==> config.mk <==
export PLATFORM = sky130hd
export DESIGN_NAME = msi_msg_gen
export DESIGN_NICKNAME = d
export VERILOG_FILES = /design/src/rtl/msi_pkg.sv /design/src/rtl/msi_vec_arb.sv /design/src/rtl/msi_tlp_fmt.sv /design/src/rtl/msi_beat_ctrl.sv /design/src/rtl/msi_msg_gen.sv
export SDC_FILE = /design/constraint.sdc
export NUM_CORES = 1
export LEC_CHECK = 0
export BUFFER_PORTS_ARGS = -buffer_cell sky130_fd_sc_hd__buf_4
export CAP_MARGIN = 20
export CORE_MARGIN = 4
export CORE_UTILIZATION = 40
export DETAILED_ROUTE_END_ITERATION = 16
export GPL_TIMING_DRIVEN = 0
export HOLD_SLACK_MARGIN = 0.02
export SLEW_MARGIN = 10
export SYNTH_ARGS = -nofsm -noshare
export SYNTH_HDL_FRONTEND = slang
export SYNTH_SLANG_ARGS = --single-unit
==> constraint.sdc <==
create_clock -name clk -period 2.7 [get_ports clk]
set_input_delay 0 -clock clk [delete_from_list [all_inputs] [get_ports clk]]
set_output_delay 0 -clock clk [all_outputs]
set_load 0.1 [all_outputs]
==> src/rtl/msi_pkg.sv <==
package msi_pkg;

  localparam int DW_W = 32;

  typedef enum logic [0:0] {
    ST_IDLE = 1'b0,
    ST_SEND = 1'b1
  } beat_st_e;

  localparam logic [2:0] FMT_3DW_WITH_DATA = 3'b010;
  localparam logic [2:0] FMT_4DW_WITH_DATA = 3'b011;
  localparam logic [4:0] TYPE_MEM          = 5'b00000;
  localparam logic [9:0] LEN_ONE_DW        = 10'd1;
  localparam logic [3:0] BE_FIRST_ALL      = 4'hF;
  localparam logic [3:0] BE_LAST_NONE      = 4'h0;

  // beat positions inside one message
  localparam logic [2:0] BEAT_DW0  = 3'd0;
  localparam logic [2:0] BEAT_DW1  = 3'd1;
  localparam logic [2:0] BEAT_DW2  = 3'd2;
  localparam logic [2:0] BEAT_DW3  = 3'd3;
  localparam logic [2:0] BEAT_DW4  = 3'd4;

  function automatic logic [DW_W-1:0] hdr_word0(input logic wide);
    logic [2:0] fmt;
    fmt = wide ? FMT_4DW_WITH_DATA : FMT_3DW_WITH_DATA;
    return {fmt, TYPE_MEM, 14'd0, LEN_ONE_DW};
  endfunction

  function automatic logic [DW_W-1:0] hdr_word1();
    return {16'd0, 8'd0, BE_LAST_NONE, BE_FIRST_ALL};
  endfunction

endpackage

==> src/rtl/msi_vec_arb.sv <==
module msi_vec_arb #(
  parameter  int CAP_LOG2 = 5,
  localparam int NV       = 1 << CAP_LOG2,
  localparam int IW       = (CAP_LOG2 > 0) ? CAP_LOG2 : 1
) (
  input  logic          clk,
  input  logic          rst_n,
  input  logic          en,
  input  logic [2:0]    mme,
  input  logic [NV-1:0] req,
  input  logic          take,
  output logic          any_pend,
  output logic [IW-1:0] grant_idx,
  output logic [2:0]    n_bits
);

  logic [NV-1:0] vmask;
  logic [NV-1:0] clr;
  logic [NV-1:0] pend_d;
  logic [NV-1:0] pend_q;

  // effective vector-number width: lesser of capability and enable code
  always_comb begin
    if (mme > 3'(CAP_LOG2)) n_bits = 3'(CAP_LOG2);
    else                    n_bits = mme;
  end

  generate
    for (genvar gi = 0; gi < NV; gi++) begin : g_vmask
      assign vmask[gi] = (32'(gi) < (32'd1 << n_bits));
    end
  endgenerate

  // lowest pending index wins
  always_comb begin
    grant_idx = '0;
    for (int i = NV - 1; i >= 0; i--) begin
      if (pend_q[i]) grant_idx = IW'(i);
    end
  end

  always_comb begin
    clr = '0;
    if (take) clr[grant_idx] = 1'b1;
  end

  // a set in the same cycle as the clear wins
  always_comb begin
    if (!en) pend_d = '0;
    else     pend_d = ((pend_q & ~clr) | req) & vmask;
  end

  always_ff @(posedge clk or negedge rst_n) begin
    if (!rst_n) pend_q <= '0;
    else        pend_q <= pend_d;
  end

  assign any_pend = |pend_q;


  off_clears_pend_chk: assert property (@(posedge clk) disable iff (!rst_n)
    !en |=> (pend_q == '0));


  pend_in_range_chk: assert property (@(posedge clk) disable iff (!rst_n)
    $stable(mme) |-> ((pend_q & ~vmask) == '0));


  take_is_pending_chk: assert property (@(posedge clk) disable iff (!rst_n)
    take |-> pend_q[grant_idx]);

endmodule

==> src/rtl/msi_tlp_fmt.sv <==
module msi_tlp_fmt
  import msi_pkg::*;
#(
  parameter  int CAP_LOG2 = 5,
  parameter  int DATA_W   = 16,
  localparam int IW       = (CAP_LOG2 > 0) ? CAP_LOG2 : 1
) (
  input  logic              clk,
  input  logic              rst_n,
  input  logic              load,
  input  logic [IW-1:0]     vec,
  input  logic [2:0]        n_bits,
  input  logic [DW_W-1:0]   addr_lo,
  input  logic [DW_W-1:0]   addr_hi,
  input  logic [DATA_W-1:0] msg_data,
  input  logic [2:0]        beat,
  output logic [DW_W-1:0]   dw,
  output logic              wide,
  output logic [IW-1:0]     vec_out
);

  logic [DATA_W-1:0] vec_mask;
  logic [DATA_W-1:0] merged;

  logic [DW_W-1:0]   lo_d, lo_q;
  logic [DW_W-1:0]   hi_d, hi_q;
  logic [DATA_W-1:0] pay_d, pay_q;
  logic              wide_d, wide_q;
  logic [IW-1:0]     vec_d, vec_q;

  always_comb begin
    vec_mask = (DATA_W'(1) << n_bits) - DATA_W'(1);
    merged   = (msg_data & ~vec_mask) | (DATA_W'(vec) & vec_mask);
  end

  // snapshot on load so a message never mixes two configurations
  always_comb begin
    lo_d   = lo_q;
    hi_d   = hi_q;
    pay_d  = pay_q;
    wide_d = wide_q;
    vec_d  = vec_q;
    if (load) begin
      lo_d   = {addr_lo[DW_W-1:2], 2'b00};
      hi_d   = addr_hi;
      pay_d  = merged;
      wide_d = (addr_hi != '0);
      vec_d  = vec;
    end
  end

  always_ff @(posedge clk or negedge rst_n) begin
    if (!rst_n) begin
      lo_q   <= '0;
      hi_q   <= '0;
      pay_q  <= '0;
      wide_q <= 1'b0;
      vec_q  <= '0;
    end else begin
      lo_q   <= lo_d;
      hi_q   <= hi_d;
      pay_q  <= pay_d;
      wide_q <= wide_d;
      vec_q  <= vec_d;
    end
  end

  always_comb begin
    case (beat)
      BEAT_DW0: dw = hdr_word0(wide_q);
      BEAT_DW1: dw = hdr_word1();
      BEAT_DW2: dw = wide_q ? hi_q : lo_q;
      BEAT_DW3: dw = wide_q ? lo_q : DW_W'(pay_q);
      default:  dw = DW_W'(pay_q);
    endcase
  end

  assign wide    = wide_q;
  assign vec_out = vec_q;


  vec_field_chk: assert property (@(posedge clk) disable iff (!rst_n)
    load |=> (vec_q == $past(vec)) && ((pay_q ^ $past(msg_data)) & ~$past(vec_mask)) == '0);

endmodule

==> src/rtl/msi_beat_ctrl.sv <==
module msi_beat_ctrl
  import msi_pkg::*;
(
  input  logic       clk,
  input  logic       rst_n,
  input  logic       have_work,
  input  logic       wide,
  input  logic       m_ready,
  output logic       take,
  output logic [2:0] beat,
  output logic       m_valid,
  output logic       m_last,
  output logic       sent
);

  beat_st_e   st_d, st_q;
  logic [2:0] beat_d, beat_q;
  logic       sent_d, sent_q;
  logic [2:0] last_idx;
  logic       fire;

  assign last_idx = wide ? BEAT_DW4 : BEAT_DW3;
  assign m_valid  = (st_q == ST_SEND);
  assign m_last   = m_valid && (beat_q == last_idx);
  assign fire     = m_valid && m_ready;

  always_comb begin
    st_d   = st_q;
    beat_d = beat_q;
    take   = 1'b0;
    sent_d = 1'b0;
    case (st_q)
      ST_IDLE: begin
        if (have_work) begin
          take   = 1'b1;
          st_d   = ST_SEND;
          beat_d = BEAT_DW0;
        end
      end
      default: begin
        if (fire) begin
          if (m_last) begin
            st_d   = ST_IDLE;
            sent_d = 1'b1;
          end else begin
            beat_d = beat_q + 3'd1;
          end
        end
      end
    endcase
  end

  always_ff @(posedge clk or negedge rst_n) begin
    if (!rst_n) begin
      st_q   <= ST_IDLE;
      beat_q <= '0;
      sent_q <= 1'b0;
    end else begin
      st_q   <= st_d;
      beat_q <= beat_d;
      sent_q <= sent_d;
    end
  end

  assign beat = beat_q;
  assign sent = sent_q;


  sent_after_last_chk: assert property (@(posedge clk) disable iff (!rst_n)
    sent |-> $past(m_valid && m_ready && m_last));


  sent_one_cycle_chk: assert property (@(posedge clk) disable iff (!rst_n)
    sent |=> !sent);


  beat_bound_chk: assert property (@(posedge clk) disable iff (!rst_n)
    m_valid |-> (beat_q <= BEAT_DW4));


  start_from_idle_chk: assert property (@(posedge clk) disable iff (!rst_n)
    take |=> m_valid && (beat_q == BEAT_DW0));

endmodule

==> src/rtl/msi_msg_gen.sv <==
module msi_msg_gen
  import msi_pkg::*;
#(
  parameter  int CAP_LOG2 = 5,
  parameter  int DATA_W   = 16,
  localparam int NV       = 1 << CAP_LOG2,
  localparam int IW       = (CAP_LOG2 > 0) ? CAP_LOG2 : 1
) (
  input  logic              clk,
  input  logic              rst_n,
  input  logic              msi_en,
  input  logic [2:0]        msi_mme,
  input  logic [31:0]       msi_addr_lo,
  input  logic [31:0]       msi_addr_hi,
  input  logic [DATA_W-1:0] msi_data,
  input  logic [NV-1:0]     irq_req,
  output logic              tlp_valid,
  input  logic              tlp_ready,
  output logic [31:0]       tlp_data,
  output logic              tlp_last,
  output logic              msi_sent,
  output logic [IW-1:0]     msi_sent_vec
);

  logic          any_pend;
  logic [IW-1:0] grant_idx;
  logic [2:0]    n_bits;
  logic          take;
  logic [2:0]    beat;
  logic          wide;
  logic          have_work;

  assign have_work = msi_en && any_pend;

  msi_vec_arb #(.CAP_LOG2(CAP_LOG2)) u_arb (
    .clk       (clk),
    .rst_n     (rst_n),
    .en        (msi_en),
    .mme       (msi_mme),
    .req       (irq_req),
    .take      (take),
    .any_pend  (any_pend),
    .grant_idx (grant_idx),
    .n_bits    (n_bits)
  );

  msi_tlp_fmt #(.CAP_LOG2(CAP_LOG2), .DATA_W(DATA_W)) u_fmt (
    .clk      (clk),
    .rst_n    (rst_n),
    .load     (take),
    .vec      (grant_idx),
    .n_bits   (n_bits),
    .addr_lo  (msi_addr_lo),
    .addr_hi  (msi_addr_hi),
    .msg_data (msi_data),
    .beat     (beat),
    .dw       (tlp_data),
    .wide     (wide),
    .vec_out  (msi_sent_vec)
  );

  msi_beat_ctrl u_ctrl (
    .clk       (clk),
    .rst_n     (rst_n),
    .have_work (have_work),
    .wide      (wide),
    .m_ready   (tlp_ready),
    .take      (take),
    .beat      (beat),
    .m_valid   (tlp_valid),
    .m_last    (tlp_last),
    .sent      (msi_sent)
  );


  stall_hold_chk: assert property (@(posedge clk) disable iff (!rst_n)
    tlp_valid && !tlp_ready |=> tlp_valid && $stable(tlp_data) && $stable(tlp_last));


  first_beat_hdr_chk: assert property (@(posedge clk) disable iff (!rst_n)
    $rose(tlp_valid) |-> (tlp_data[28:24] == TYPE_MEM) && (tlp_data[9:0] == LEN_ONE_DW));

endmodule

==> results.json <==
{
  "cp.arrival_ns": 2.57,
  "worstSetupPathType": "reg2out",
  "hold_violations": 0,
  "final_cell_mix": "buf_4, dfrtp_1, dlygate4sd3_1, mux2_2, o21ai_0",
  "post-route-period-util_pct": 95.1,
  "drive_gt1_share_pct": 32.4,
  "die_w_um": 132,
  "clockRootBuffer": "clkbuf_16",
  "synth_top_family_by_area": "compound AO/OA/AOI/OAI gates",
  "finalSetupTns_ns": 0,
  "p_sw_share_pct": 46.9,
  "nets": 1017,
  "synth-simple-area-share_pct": 13.1,
  "die_y_um": 132,
  "synthAdderAreaFrac_pct": 1.82,
  "ys_async_sr_fraction_pct": 100,
  "grt_pass1_vias": 6104,
  "yosysWarnings": 0,
  "synth_compound_area_share_pct": 16.8,
  "synth_xor_area_share_pct": 0.142,
  "portBuffers": 154,
  "grt_usage_pct": 22.7,
  "critPathCaptureType": "output port",
  "synthDistinctLibCells": 51,
  "start_kind": "register",
  "die-area_sq_um": 17500,
  "final-max-slew-violation-count": 0,
  "wl_um": 19700,
  "crit_family": "buffers and inverters",
  "path_buf_inv": 3,
  "start_util_pct": 40.8,
  "drcViolationCount": 0,
  "area_delta_synth_final_pct": 51.8,
  "hold-worst-slack_ns": 0.0525,
  "postLayoutCellArea_sq_um": 9380,
  "core_sq_um": 15100,
  "max_freq_mhz": 389,
  "pwr-share-comb_pct": 50.9,
  "hpwl_um": 13900,
  "vias": 5895,
  "p_leak_nw": 4.33,
  "fin_skew_ns": 0.00570,
  "r2r_setup_slack_ns": 0.21,
  "drt_first_iter_violations": 395,
  "avgSynthCellArea_sq_um": 10.3,
  "crit_chain": "inv_1 -> ha_2 -> nand2_1 -> nor2_4 -> buf_2 -> a22oi_1 -> nor2_2 -> buf_4",
  "status": "finished clean",
  "crit_path_max_fanout": 10,
  "r2r_start": "u_arb.pend_q[6]",
  "drv_cap": 0,
  "cts_max_level": 4,
  "grt_max_degree": 79,
  "cts_made_buffers": 17,
  "crit_start": "u_ctrl.beat[0]",
  "cts_tree": "done",
  "rsz0062_at_grt": "false",
  "setup_violations": 0,
  "synthCells": 601,
  "ys_ff_latch": 121,
  "antenna_found_initial": 0,
  "vdd_drop_max_mv": 0.902,
  "syn_nets": 729,
  "num_io_pins": 159,
  "worst_skew_pair.late_latency_ns": 0.41,
  "grt_overflow": 0,
  "power_density_nw_per_um2": 1090,
  "muxShareOfSynthArea_pct": 13.1,
  "cpMaxStageDelayCell": "dfrtp_1",
  "cell_internal_pwr_mw": 5.43,
  "path_clk_slew_ns": 0.05,
  "period_needed_ns": 2.57,
  "synth-edff-count": 0,
  "power_mw": 10.2,
  "seqPwrFrac_pct": 28.3,
  "cp_data_required_time_ns": 2.70,
  "slew_headroom_pct": 41.8,
  "dr.pass1.iters": 5,
  "final_common_cell": "buf_4",
  "ant_nets": 0,
  "p_sw_mw": 4.79,
  "rows": 45,
  "place.gp.congestion": 0.876,
  "drt-vias-per-instance": 5.42,
  "clock-sinks": 121,
  "n_antenna_cell": 0,
  "worstMarginPinSlew_ns": 0.851,
  "hold_start": "msi_data[3]",
  "ctsLongestPathBuffers": 2,
  "grt_first_pass_wirelength_um": 31600,
  "hp-class": "in2reg",
  "max_stage_delay_ns": 0.44,
  "wl_per_cell_um": 18.1,
  "dpl_cell_area_sq_um": 7640,
  "pwr-share-clk_pct": 20.7,
  "synthesis.area_sq_um": 6180,
  "synth_top_flop_cell": "dfrtp_1",
  "yosysSeqAreaShare_pct": 49.0
}
worst reg2reg max path: stages (launching register included):
cell and delay [ns]:
dfrtp_1 0.44, or4_1 0.53, buf_2 0.18, nor4_4 0.32
a31o_2 0.22, buf_12 0.17, buf_12 0.15, mux2_2 0.35
sequential cells by signal, summed over array words and instances (netlist names):
register	cells
u_arb.pend_q	32
u_fmt.hi_q	32
u_fmt.lo_q	30
u_fmt.pay_q	16
u_fmt.vec_out	5
u_ctrl.beat	3
u_ctrl.m_valid	1
u_ctrl.sent	1
u_fmt.wide	1
area by class of cell:
cell class                 instances  area, sq um
tap                              188          235
timing repair buffer             270         2330
clock buffer                      22          484
inverter                          26         97.6
fill                            1238         5760
sequential                       121         3030
multi-input combinational        425         2860
clock inverter                     8         71.3
buffer                            28          279
power groups by stage:
| stage | registers (mW) | logic, mW | clock network, mW |
|---|---|---|---|
| after floorplan | 3.04 | 3.59 | 0 |
| after global placement | 2.88 | 4.91 | 0 |
| after detailed placement | 2.91 | 4.98 | 0 |
| after CTS | 2.89 | 5.15 | 2.16 |
| after global routing | 2.96 | 5.48 | 2.24 |
| final | 2.89 | 5.21 | 2.12 |
cell families (layout without fill, tap and decap cells):
logic type                 count (synthesis)  after routing
and+or+nand+nor                          170            170
adders and majority gates                  9              9
other                                      2              2
DFF                                      121            121
buffers and inverters                     55            354
muxes                                     72             72
AOI/OAI and AO/OA                        171            171
xor gates and xnor gates                   1              1
worst paths after layout:
check,to,depth (start not counted)
worst max-delay path,tlp_data[21],8
worst min-delay path,u_fmt.pay_q[3],4
worst max register to register,u_fmt.lo_q[4],7
worst min register to register,u_fmt.pay_q[3],2
max in group asynchronous,u_arb.pend_q[11],3
min in group asynchronous,u_fmt.pay_q[10],2
synth_stat cells, drive strengths merged, types with 7 or more instances:
library cell / instances / area, sq um
nor2: 61 / 229
buf: 12 / 205
nor3: 8 / 40.0
nor4: 16 / 115
dfrtp: 121 / 3030
a31oi: 7 / 43.8
clkbuf: 17 / 63.8
inv: 26 / 97.6
o21ai: 67 / 335
a22oi: 26 / 195
nand2: 48 / 180
nor2b: 7 / 43.8
ha: 9 / 113
mux2: 71 / 800
a21oi: 41 / 205
metrics by stage:
step	setup WS, ns	instances	utilization [%]
after floorplan	-0.274	601	-
after detailed placement	-0.0953	944	50.5
after CTS	0.0399	1085	61.6
after global routing	0.0116	1088	62.0
after global placement	-0.0221	943	50.3
final	0.132	1088	62.0
layer usage:
metal	wire, um	track usage (%)
met2	9730	37.3
met3	1020	5.23
met5	0	0
met1	8590	29.4
met4	400	8.31
timing repair:
item | 4_1_cts | 5_1_grt
hold endpoints to repair | 236 | 0
pin swaps | 0 | 1
setup buffers | 0 | 4
endpoints found under the setup margin | 27 | 41
hold buffers | 111 | 0
resized for setup | 10 | 12
Note: power is estimated with default switching activity, not from simulation.
